### config.mk
export PLATFORM = sky130hd
export DESIGN_NAME = scan_addr_gen
export DESIGN_NICKNAME = d
export VERILOG_FILES = /design/src/rtl/scan_addr_pkg.sv /design/src/rtl/scan_field_table.sv /design/src/rtl/scan_order_seq.sv /design/src/rtl/scan_addr_ctr.sv /design/src/rtl/scan_addr_gen.sv
export SDC_FILE = /design/constraint.sdc
export NUM_CORES = 1
export LEC_CHECK = 0
export ABC_AREA = 1
export CAP_MARGIN = 20
export CORE_ASPECT_RATIO = 1.4
export CORE_MARGIN = 2
export CORE_UTILIZATION = 68
export DETAILED_ROUTE_END_ITERATION = 8
export DONT_BUFFER_PORTS = 1
export PLACE_DENSITY = 0.84
export SYNTH_ARGS = -nofsm -noshare
export SYNTH_HDL_FRONTEND = slang
export SYNTH_SLANG_ARGS = --single-unit
### constraint.sdc
create_clock -name clk -period 3.36 [get_ports clk]
set_input_delay 0.672 -clock clk [delete_from_list [all_inputs] [get_ports clk]]
set_output_delay 0.672 -clock clk [all_outputs]
set_load 0.02 [all_outputs]
### src/rtl/scan_addr_pkg.sv
package scan_addr_pkg;
  typedef enum logic [1:0] {
    OP_FIELD = 2'd0,
    OP_ORDER = 2'd1,
    OP_LEN   = 2'd2,
    OP_SWAP  = 2'd3
  } scan_op_e;
endpackage

### src/rtl/scan_field_table.sv
module scan_field_table #(
  parameter int NFIELD = 8,
  parameter int ROW_W  = 12,
  parameter int COL_W  = 12,
  localparam int FID_W = $clog2(NFIELD),
  localparam int ENT_W = ROW_W + COL_W
) (
  input  logic             clk,
  input  logic             we,
  input  logic [FID_W-1:0] waddr,
  input  logic [ENT_W-1:0] wdata,
  input  logic [FID_W-1:0] raddr,
  output logic [ROW_W-1:0] start_row,
  output logic [COL_W-1:0] start_col
);
  logic [ENT_W-1:0] mem [NFIELD];

  always_ff @(posedge clk) begin
    if (we) mem[waddr] <= wdata;
  end

  assign start_row = mem[raddr][ENT_W-1:COL_W];
  assign start_col = mem[raddr][COL_W-1:0];
endmodule

### src/rtl/scan_order_seq.sv
module scan_order_seq #(
  parameter int NFIELD = 8,
  localparam int FID_W = $clog2(NFIELD)
) (
  input  logic             clk,
  input  logic             rst,
  input  logic             frame_start,
  input  logic             wr_entry,
  input  logic             wr_len,
  input  logic             req_swap,
  input  logic [FID_W-1:0] idx,
  input  logic [FID_W-1:0] val,
  output logic [FID_W-1:0] sel_fid,
  output logic             sel_buf
);
  logic [FID_W-1:0] act_ord [NFIELD];
  logic [FID_W-1:0] sh_ord  [NFIELD];
  logic [FID_W-1:0] act_last, sh_last, pos;
  logic             ord_pend, swap_pend, buf_q;
  logic [FID_W-1:0] next_pos;

  always_comb begin
    if (ord_pend) begin
      sel_fid  = sh_ord[0];
      next_pos = (sh_last == '0) ? '0 : FID_W'(1);
    end else begin
      sel_fid  = act_ord[pos];
      next_pos = (pos == act_last) ? '0 : pos + FID_W'(1);
    end
    sel_buf = buf_q ^ swap_pend;
  end

  always_ff @(posedge clk) begin
    if (rst) begin
      for (int e = 0; e < NFIELD; e++) begin
        act_ord[e] <= FID_W'(e);
        sh_ord[e]  <= FID_W'(e);
      end
      act_last  <= '0;
      sh_last   <= '0;
      pos       <= '0;
      ord_pend  <= 1'b0;
      swap_pend <= 1'b0;
      buf_q     <= 1'b0;
    end else begin
      if (frame_start) begin
        pos       <= next_pos;
        buf_q     <= sel_buf;
        swap_pend <= 1'b0;
        if (ord_pend) begin
          for (int e = 0; e < NFIELD; e++) act_ord[e] <= sh_ord[e];
          act_last <= sh_last;
          ord_pend <= 1'b0;
        end
      end
      if (wr_entry) begin
        sh_ord[idx] <= val;
        ord_pend    <= 1'b1;
      end
      if (wr_len) begin
        sh_last  <= val;
        ord_pend <= 1'b1;
      end
      if (req_swap) swap_pend <= 1'b1;
    end
  end
endmodule

### src/rtl/scan_addr_ctr.sv
module scan_addr_ctr #(
  parameter int NFIELD = 8,
  parameter int ROW_W  = 12,
  parameter int COL_W  = 12,
  parameter int NMOD   = 4,
  localparam int FID_W = $clog2(NFIELD),
  localparam int MOD_W = $clog2(NMOD)
) (
  input  logic             clk,
  input  logic             rst,
  input  logic             frame_start,
  input  logic             line_start,
  input  logic             pix_en,
  input  logic [ROW_W-1:0] ld_row,
  input  logic [COL_W-1:0] ld_col,
  input  logic [FID_W-1:0] ld_fid,
  input  logic             ld_buf,
  output logic [ROW_W-1:0] row_addr,
  output logic [COL_W-1:0] col_addr,
  output logic [MOD_W-1:0] mod_sel,
  output logic [FID_W-1:0] field_id,
  output logic             buf_sel,
  output logic             first_line
);
  logic [COL_W-1:0] col_base;

  always_ff @(posedge clk) begin
    if (rst) begin
      row_addr   <= '0;
      col_addr   <= '0;
      col_base   <= '0;
      mod_sel    <= '0;
      field_id   <= '0;
      buf_sel    <= 1'b0;
      first_line <= 1'b1;
    end else if (frame_start) begin
      row_addr   <= {ld_row[ROW_W-1] ^ ld_buf, ld_row[ROW_W-2:0]};
      col_addr   <= ld_col;
      col_base   <= ld_col;
      mod_sel    <= '0;
      field_id   <= ld_fid;
      buf_sel    <= ld_buf;
      first_line <= 1'b1;
    end else if (line_start) begin
      if (!first_line) row_addr <= row_addr + ROW_W'(1);
      first_line <= 1'b0;
      col_addr   <= col_base;
      mod_sel    <= '0;
    end else if (pix_en) begin
      if (mod_sel == MOD_W'(NMOD - 1)) col_addr <= col_addr + COL_W'(1);
      mod_sel <= mod_sel + MOD_W'(1);
    end
  end
endmodule

### src/rtl/scan_addr_gen.sv
module scan_addr_gen #(
  parameter int NFIELD = 8,
  parameter int ROW_W  = 12,
  parameter int COL_W  = 12,
  parameter int NMOD   = 4,
  localparam int FID_W = $clog2(NFIELD),
  localparam int MOD_W = $clog2(NMOD),
  localparam int DAT_W = ROW_W + COL_W
) (
  input  logic             clk,
  input  logic             rst,
  input  logic             frame_start,
  input  logic             line_start,
  input  logic             pix_en,
  input  logic             cmd_valid,
  input  logic [1:0]       cmd_op,
  input  logic [FID_W-1:0] cmd_idx,
  input  logic [DAT_W-1:0] cmd_data,
  output logic [ROW_W-1:0] row_addr,
  output logic [COL_W-1:0] col_addr,
  output logic [MOD_W-1:0] mod_sel,
  output logic [FID_W-1:0] field_id,
  output logic             buf_sel
);
  import scan_addr_pkg::*;

  logic             wr_field, wr_entry, wr_len, req_swap;
  logic [FID_W-1:0] sel_fid;
  logic             sel_buf;
  logic [ROW_W-1:0] st_row;
  logic [COL_W-1:0] st_col;
  logic             first_line;

  assign wr_field = cmd_valid && (scan_op_e'(cmd_op) == OP_FIELD);
  assign wr_entry = cmd_valid && (scan_op_e'(cmd_op) == OP_ORDER);
  assign wr_len   = cmd_valid && (scan_op_e'(cmd_op) == OP_LEN);
  assign req_swap = cmd_valid && (scan_op_e'(cmd_op) == OP_SWAP);

  scan_field_table #(.NFIELD(NFIELD), .ROW_W(ROW_W), .COL_W(COL_W)) i_tab (
    .clk(clk), .we(wr_field), .waddr(cmd_idx), .wdata(cmd_data),
    .raddr(sel_fid), .start_row(st_row), .start_col(st_col)
  );

  scan_order_seq #(.NFIELD(NFIELD)) i_seq (
    .clk(clk), .rst(rst), .frame_start(frame_start),
    .wr_entry(wr_entry), .wr_len(wr_len), .req_swap(req_swap),
    .idx(cmd_idx), .val(cmd_data[FID_W-1:0]),
    .sel_fid(sel_fid), .sel_buf(sel_buf)
  );

  scan_addr_ctr #(.NFIELD(NFIELD), .ROW_W(ROW_W), .COL_W(COL_W), .NMOD(NMOD)) i_ctr (
    .clk(clk), .rst(rst), .frame_start(frame_start), .line_start(line_start),
    .pix_en(pix_en), .ld_row(st_row), .ld_col(st_col), .ld_fid(sel_fid),
    .ld_buf(sel_buf), .row_addr(row_addr), .col_addr(col_addr),
    .mod_sel(mod_sel), .field_id(field_id), .buf_sel(buf_sel),
    .first_line(first_line)
  );
endmodule

* Word level (Yosys, flattened, before mapping)
Memories as Yosys holds them, arrays and structs flattened. A register that Yosys moved wholly into a read port is not among the register bits. Cells that the tools add are included.
Operators by class: eq/ne operators 6, multiplexer cells 39, add/sub/neg operators 4, reduce and logical (&&, ||, !) cells 17, bitwise logic cells 10
Operator list (number):
- $mux W12 | 7
- $mux W3 | 15
- $add A12 B1 Y12 const B | 2
- $mux W1 | 17
- $reduce_bool A3 Y1 | 3
- $or A1 B1 Y1 | 8
- $eq A2 B2 Y1 const B | 3
- $reduce_and A2 Y1 | 3
- $reduce_or A3 Y1 | 2
- $logic_and A1 B1 Y1 | 4
- $reduce_bool A2 Y1 | 2
- $add A3 B1 Y3 const B | 1
- $eq A3 B3 Y1 | 1
- $logic_not A3 Y1 | 1
- $add A2 B1 Y2 const B | 1
- $eq A2 B1 Y1 const B | 1
- $logic_not A2 Y1 | 1
- $ne A2 B2 Y1 const B | 1
- $reduce_or A2 Y1 | 1
- $xor A1 B1 Y1 | 2
Word-level totals: word-level logic and storage cells 91, memory bits (writable) 240, bits of input ports 35, output and inout port bits 30, memories kept 3, flip-flop bits (word level) 54
Memories:
- i_tab.mem | words 8, bits a word 24, rd ports 1, clocked after Yosys merged registers in 0, wr ports 1, RTL line scan_field_table.sv:16 | logic [ENT_W-1:0] mem [NFIELD];
- i_seq.act_ord | words 8, bits a word 3, rd ports 1, clocked after Yosys merged registers in 1, wr ports 8, RTL line scan_order_seq.sv:16 | logic [FID_W-1:0] act_ord [NFIELD];
- i_seq.sh_ord | words 8, bits a word 3, rd ports 8, clocked after Yosys merged registers in 0, wr ports 8, RTL line scan_order_seq.sv:17 | logic [FID_W-1:0] sh_ord [NFIELD];

* Depth between registers and ports, before layout
word-level depth 7, depth in mapped cells 17, depth with buffers taken out 16

* Cells and area by module
From an unflattened synthesis, not the netlist that was laid out.
Unflattened totals: cells, all modules 1505, area total of the unflattened synthesis 13558.0 um^2
Modules (own cells, without submodules):
- scan_field_table | seq. area each 5765.5 um^2, area each 8425.6 um^2, instances 1, cells an instance 848
- scan_order_seq | seq. area each 1741.7 um^2, area each 2800.2 um^2, instances 1, cells an instance 305
- scan_addr_ctr | seq. area each 860.8 um^2, area each 2302.2 um^2, instances 1, cells an instance 344
- scan_addr_gen | seq. area each 0.0 um^2, area each 30.0 um^2, instances 1, cells an instance 8

* Worst setup path after synthesis
Ideal clock, no wire load.
path kind input -> register, from input port cmd_idx[0], to memory i_tab.mem[7][0] in the netlist's numbering, enable pin, arrival 2.008 ns, stages on the path 4, setup slack 0.948 ns, setup time 0.405 ns, data required time 2.955 ns, cell sequence inv_1 > nor3_1 > inv_1 > nor2_1
RTL lines:
- start, declared | RTL line scan_addr_gen.sv:17 | input logic [FID_W-1:0] cmd_idx,
- end, declared | RTL line scan_field_table.sv:16
No word-level cell before the write port.

==> results.md <==
| Item | This run | Unit |
|---|---|---|
| Status | complete, no violations | - |
| Core area | 0.0186 | mm² |
| Input/output buffers | 0 | - |
| Total number of H-tree levels | 1 | - |
| Cells on worst reg2reg path | 14 | - |
| R2r setup slk | 0.61 | ns |
| Half-perimeter wire length after placement | 16.6 | mm |
| Number of antenna violations at the first check in global routing | 0 | - |
| Global placement routability congestion | 0.911 | - |
| Sequential share of the synthesized area | 0.647 | - |
| Worst-case hold path end point | i_ctr.col_base[11]$_SDFFE_PP0P_ | - |
| Via count normalized by instance count | 5.79 | - |
| Unrepaired setup endpoints after global routing | no | - |
| Fillers | 1,233 | - |
| Arrival time of data at the critical path endpoint | 3.18 | ns |
| Detailed-route DRC error count | 0 | - |
| Placed Instances | 1,481 | - |
| CTS resizes | 0 | - |
| Synth unique cells | 40 | - |
| Critical path startpoint category | flop | - |
| Clock tree from TritonCTS | built | - |
| Buffer cell driving the clock tree root | clkbuf_16 | - |
| Overflow left after global routing | 0 | - |
| Share of cell area taken by muxes after synthesis | 0.000776 | - |
| Largest family of logic cells by synthesized area | simple AND/OR/NAND/NOR gates | - |
| Die boundary height | 167 | µm |
| Vias | 8,861 | - |
| Initial DRC Count | 1,130 | - |
| Share of the cycle needed by the critical path after routing | 0.820 | - |
| Insertion delay to the later sink of the worst-skew pair | 0.53 | ns |
| Nets in the synthesized netlist | 1,310 | - |
| Pins over their slew limit | 0 | - |
| Maximum VDD drop | 0.507 | mV |
| Hold path startpoint | rst | - |
| Horizontal die dimension | 120 | µm |
| Placed inst area | 0.0130 | mm² |
| Cell count after synthesis | 1,271 | - |
| Compound-cell area share of the yosys netlist | 0.0761 | - |
| Number of nets in the layout | 1,305 | - |
| Class of the tightest hold or removal check | in2reg | - |
| Antenna diode count | 0 | - |
| Top Layer Used | met4 | - |
| Finished layout cell area | 0.0139 | mm² |
| First-pass GRT wire length | 44.5 | mm |
| Starting Density | 0.693 | - |
| Leakage Power | 5.71 | nW |
| Adder-cell area share of the yosys netlist | 0.00388 | - |
| Per-cell routed wire length | 18.2 | µm |
| Max-cap viol count | 0 | - |
| Max Clk Rate | 363 | MHz |
| Total clock buffers created by CTS | 27 | - |
| Hold Path Depth | 1 | - |
| Placement Rows | 59 | - |
| Simple logic cell fraction of the synthesized area | 0.191 | - |
| Data required time of the worst path | 3.79 | ns |
| Worst-case clock skew | 0.0133 | ns |
| Routed length on met2 | 14.4 | mm |
| Measured slew at the worst slew-check pin | 0.918 | ns |
| Floorplan die area | 0.0201 | mm² |
| Power per standard cell area | 576 | mW/mm² |
| Total negative slack for setup checks | 0 | ns |
| Post-synthesis xor/xnor area fraction | 0.0109 | - |
| Maximum clock insertion buffer count | 3 | - |
| Max Fanout on Critical Path | 85 | - |
| Worst setup path category | reg2reg | - |
| Iteration count of the initial detailed-routing pass | 5 | - |
| Drt total wl | 27.8 | mm |
| CTS Hold Bufs | 0 | - |
| Post-synthesis cell area | 0.0129 | mm² |
| Number of standard cells in the final layout excluding fillers | 1,530 | - |
| Total of endpoints with negative setup slack in the final report | 0 | - |
| Post-CTS Setup Inserts | 0 | - |
| Number of synthesized register bits | 297 | - |
| Register clock-pin slew on the reported worst setup and hold paths | 0.07 | ns |
| Final hold violation count | 0 | - |
| M1 wire length | 10.1 | mm |
| Routed wire length on met3 | 2.48 | mm |
| Maximum number of pins on one net before global-route repair | 86 | - |
| End of the worst register-to-register path | i_ctr.col_addr[10]$_SDFFE_PP0P_ | - |
| Clk sinks | 297 | - |
| Count of yosys warnings during synthesis | 0 | - |
| Final ANT Viol Nets | 0 | - |
| Via count of the first global-routing pass | 8,942 | - |
| Area grow syn2layout | 8.07 | % |
| Slew HR | 0.387 | - |
| IO Count | 65 | - |
| Average instance area after synthesis | 10.1 | µm² |
| Fraction of layout instances using a drive strength above 1 | 0.0925 | - |
| Global-route usage over all layers | 0.282 | - |
| Element type at the critical path end | flop | - |
| Fin crit period | 2.75 | ns |
critical path, stage by stage, from the launching register on:
cell	delay [ns]
dfxtp_1	0.57
inv_2	0.19
nand2_1	0.13
nand3_2	0.07
nand3_2	0.09
nand3_4	0.11
nand2_4	0.10
buf_4	0.63
nand2_1	0.17
o211ai_2	0.11
nand2_1	0.07
nand2_1	0.05
nand2_1	0.12
o21bai_1	0.15
inv_1	0.05
state kept, by name (all words and copies together), names as in the netlist, 12 cells and up, named ones only:
| register | count |
|---|---|
| i_tab.mem | 192 |
| i_seq.act_ord | 24 |
| i_seq.sh_ord | 24 |
| i_ctr.col_addr | 12 |
| i_ctr.col_base | 12 |
| i_ctr.row_addr | 12 |
synth_stat cells:
cell,instances,share of area
a21oi_1,23,0.0089
a21oi_2,2,0.0014
a31o_2,1,0.00068
a31oi_1,12,0.0058
and3_1,1,0.00049
buf_2,15,0.0058
buf_4,10,0.0058
buf_6,10,0.0087
buf_8,1,0.0012
clkbuf_1,18,0.0052
clkinv_1,4,0.0012
dfxtp_1,57,0.088
edfxtp_1,240,0.56
ha_1,4,0.0039
inv_1,141,0.041
inv_2,4,0.0012
mux2i_1,1,0.00078
nand2_1,389,0.11
nand2_4,1,0.00087
nand3_1,71,0.028
nand3_2,3,0.0023
nand3_4,1,0.0014
nand3b_1,1,0.00058
nand4_1,3,0.0015
nor2_1,78,0.023
nor2_4,1,0.00087
nor3_1,12,0.0047
o211ai_1,13,0.0076
o211ai_2,12,0.012
o21ai_0,54,0.021
o21ai_1,23,0.0089
o21bai_1,13,0.0076
o22ai_1,3,0.0015
o311ai_0,1,0.00068
o31ai_1,1,0.00058
or2_0,3,0.0015
or2_2,27,0.013
or3_1,1,0.00049
xnor2_1,7,0.0048
xor2_1,9,0.0061
metal layers:
| layer | GRT usage | vias up |
|---|---|---|
| li1 | - | 4185 |
| met1 | 0.341 | 4186 |
| met2 | 0.491 | 414 |
| met3 | 0.0582 | 76 |
| met4 | 0.117 | 0 |
| met5 | 0 | - |
metrics by stage:
step / setup WS (ns) / power (mW) / util / hold WS [ns]
after global routing: 0.297 / 8.30 / 0.749 / 0.177
after global placement: 0.857 / 4.90 / 0.701 / 0.438
after detailed placement: 0.680 / 4.93 / 0.701 / 0.442
after floorplan: 0.948 / 4.80 / - / 0.421
after CTS: 0.649 / 8.05 / 0.749 / 0.183
final: 0.606 / 8.03 / 0.749 / 0.199
cells in the final DEF, fill, tap and decap left out, types with 20 or more instances in the layout:
cell       count
o21ai_1       23
nor2_1        70
buf_4         20
clkbuf_16     27
nand3_1       71
o21ai_0       54
inv_1        141
dfxtp_1       57
edfxtp_1     240
a21oi_1       23
nand2_1      388
or2_2         27
cell families (layout without fill, tap and decap cells):
family,count (synthesis),in the layout
DFF,297,297
buffers and inverters,203,218
and+or+nand+nor,592,592
adders and majority gates,4,4
muxes,1,1
xor gates and xnor gates,16,16
AOI/OAI and AO/OA,158,158
area by class of cell:
class                   instances  area (µm²)  area share
clock buffers                  37         723      0.0519
well taps                     244         305      0.0219
clock inverters                12         185      0.0133
inverters                     149         559      0.0401
multi-input cells             771        3670       0.263
repair buffers                 20         150      0.0108
flip-flops and latches        297        8350       0.599
worst max path at each step:
stage,startpoint,end,slack (ns),cells past startpoint
6_report,flop,i_ctr.col_addr[10]$_SDFFE_PP0P_,0.61,14
5_1_grt,flop,i_ctr.col_addr[11]$_SDFFE_PP0P_,0.30,14
4_1_cts,flop,i_ctr.col_addr[10]$_SDFFE_PP0P_,0.65,14
3_5_place_dp,flop,i_ctr.col_addr[10]$_SDFFE_PP0P_,0.68,14
3_3_place_gp,flop,i_ctr.col_addr[11]$_SDFFE_PP0P_,0.86,14
2_1_floorplan,cmd_idx[0],i_tab.mem[7][0]$_DFFE_PP_,0.95,4
power by group:
| part | switching, mW | internal [mW] |
|---|---|---|
| combinational | 0.461 | 0.211 |
| clock | 1.27 | 1.89 |
| sequential | 0.117 | 4.08 |
(Power assumes the default switching activity.)
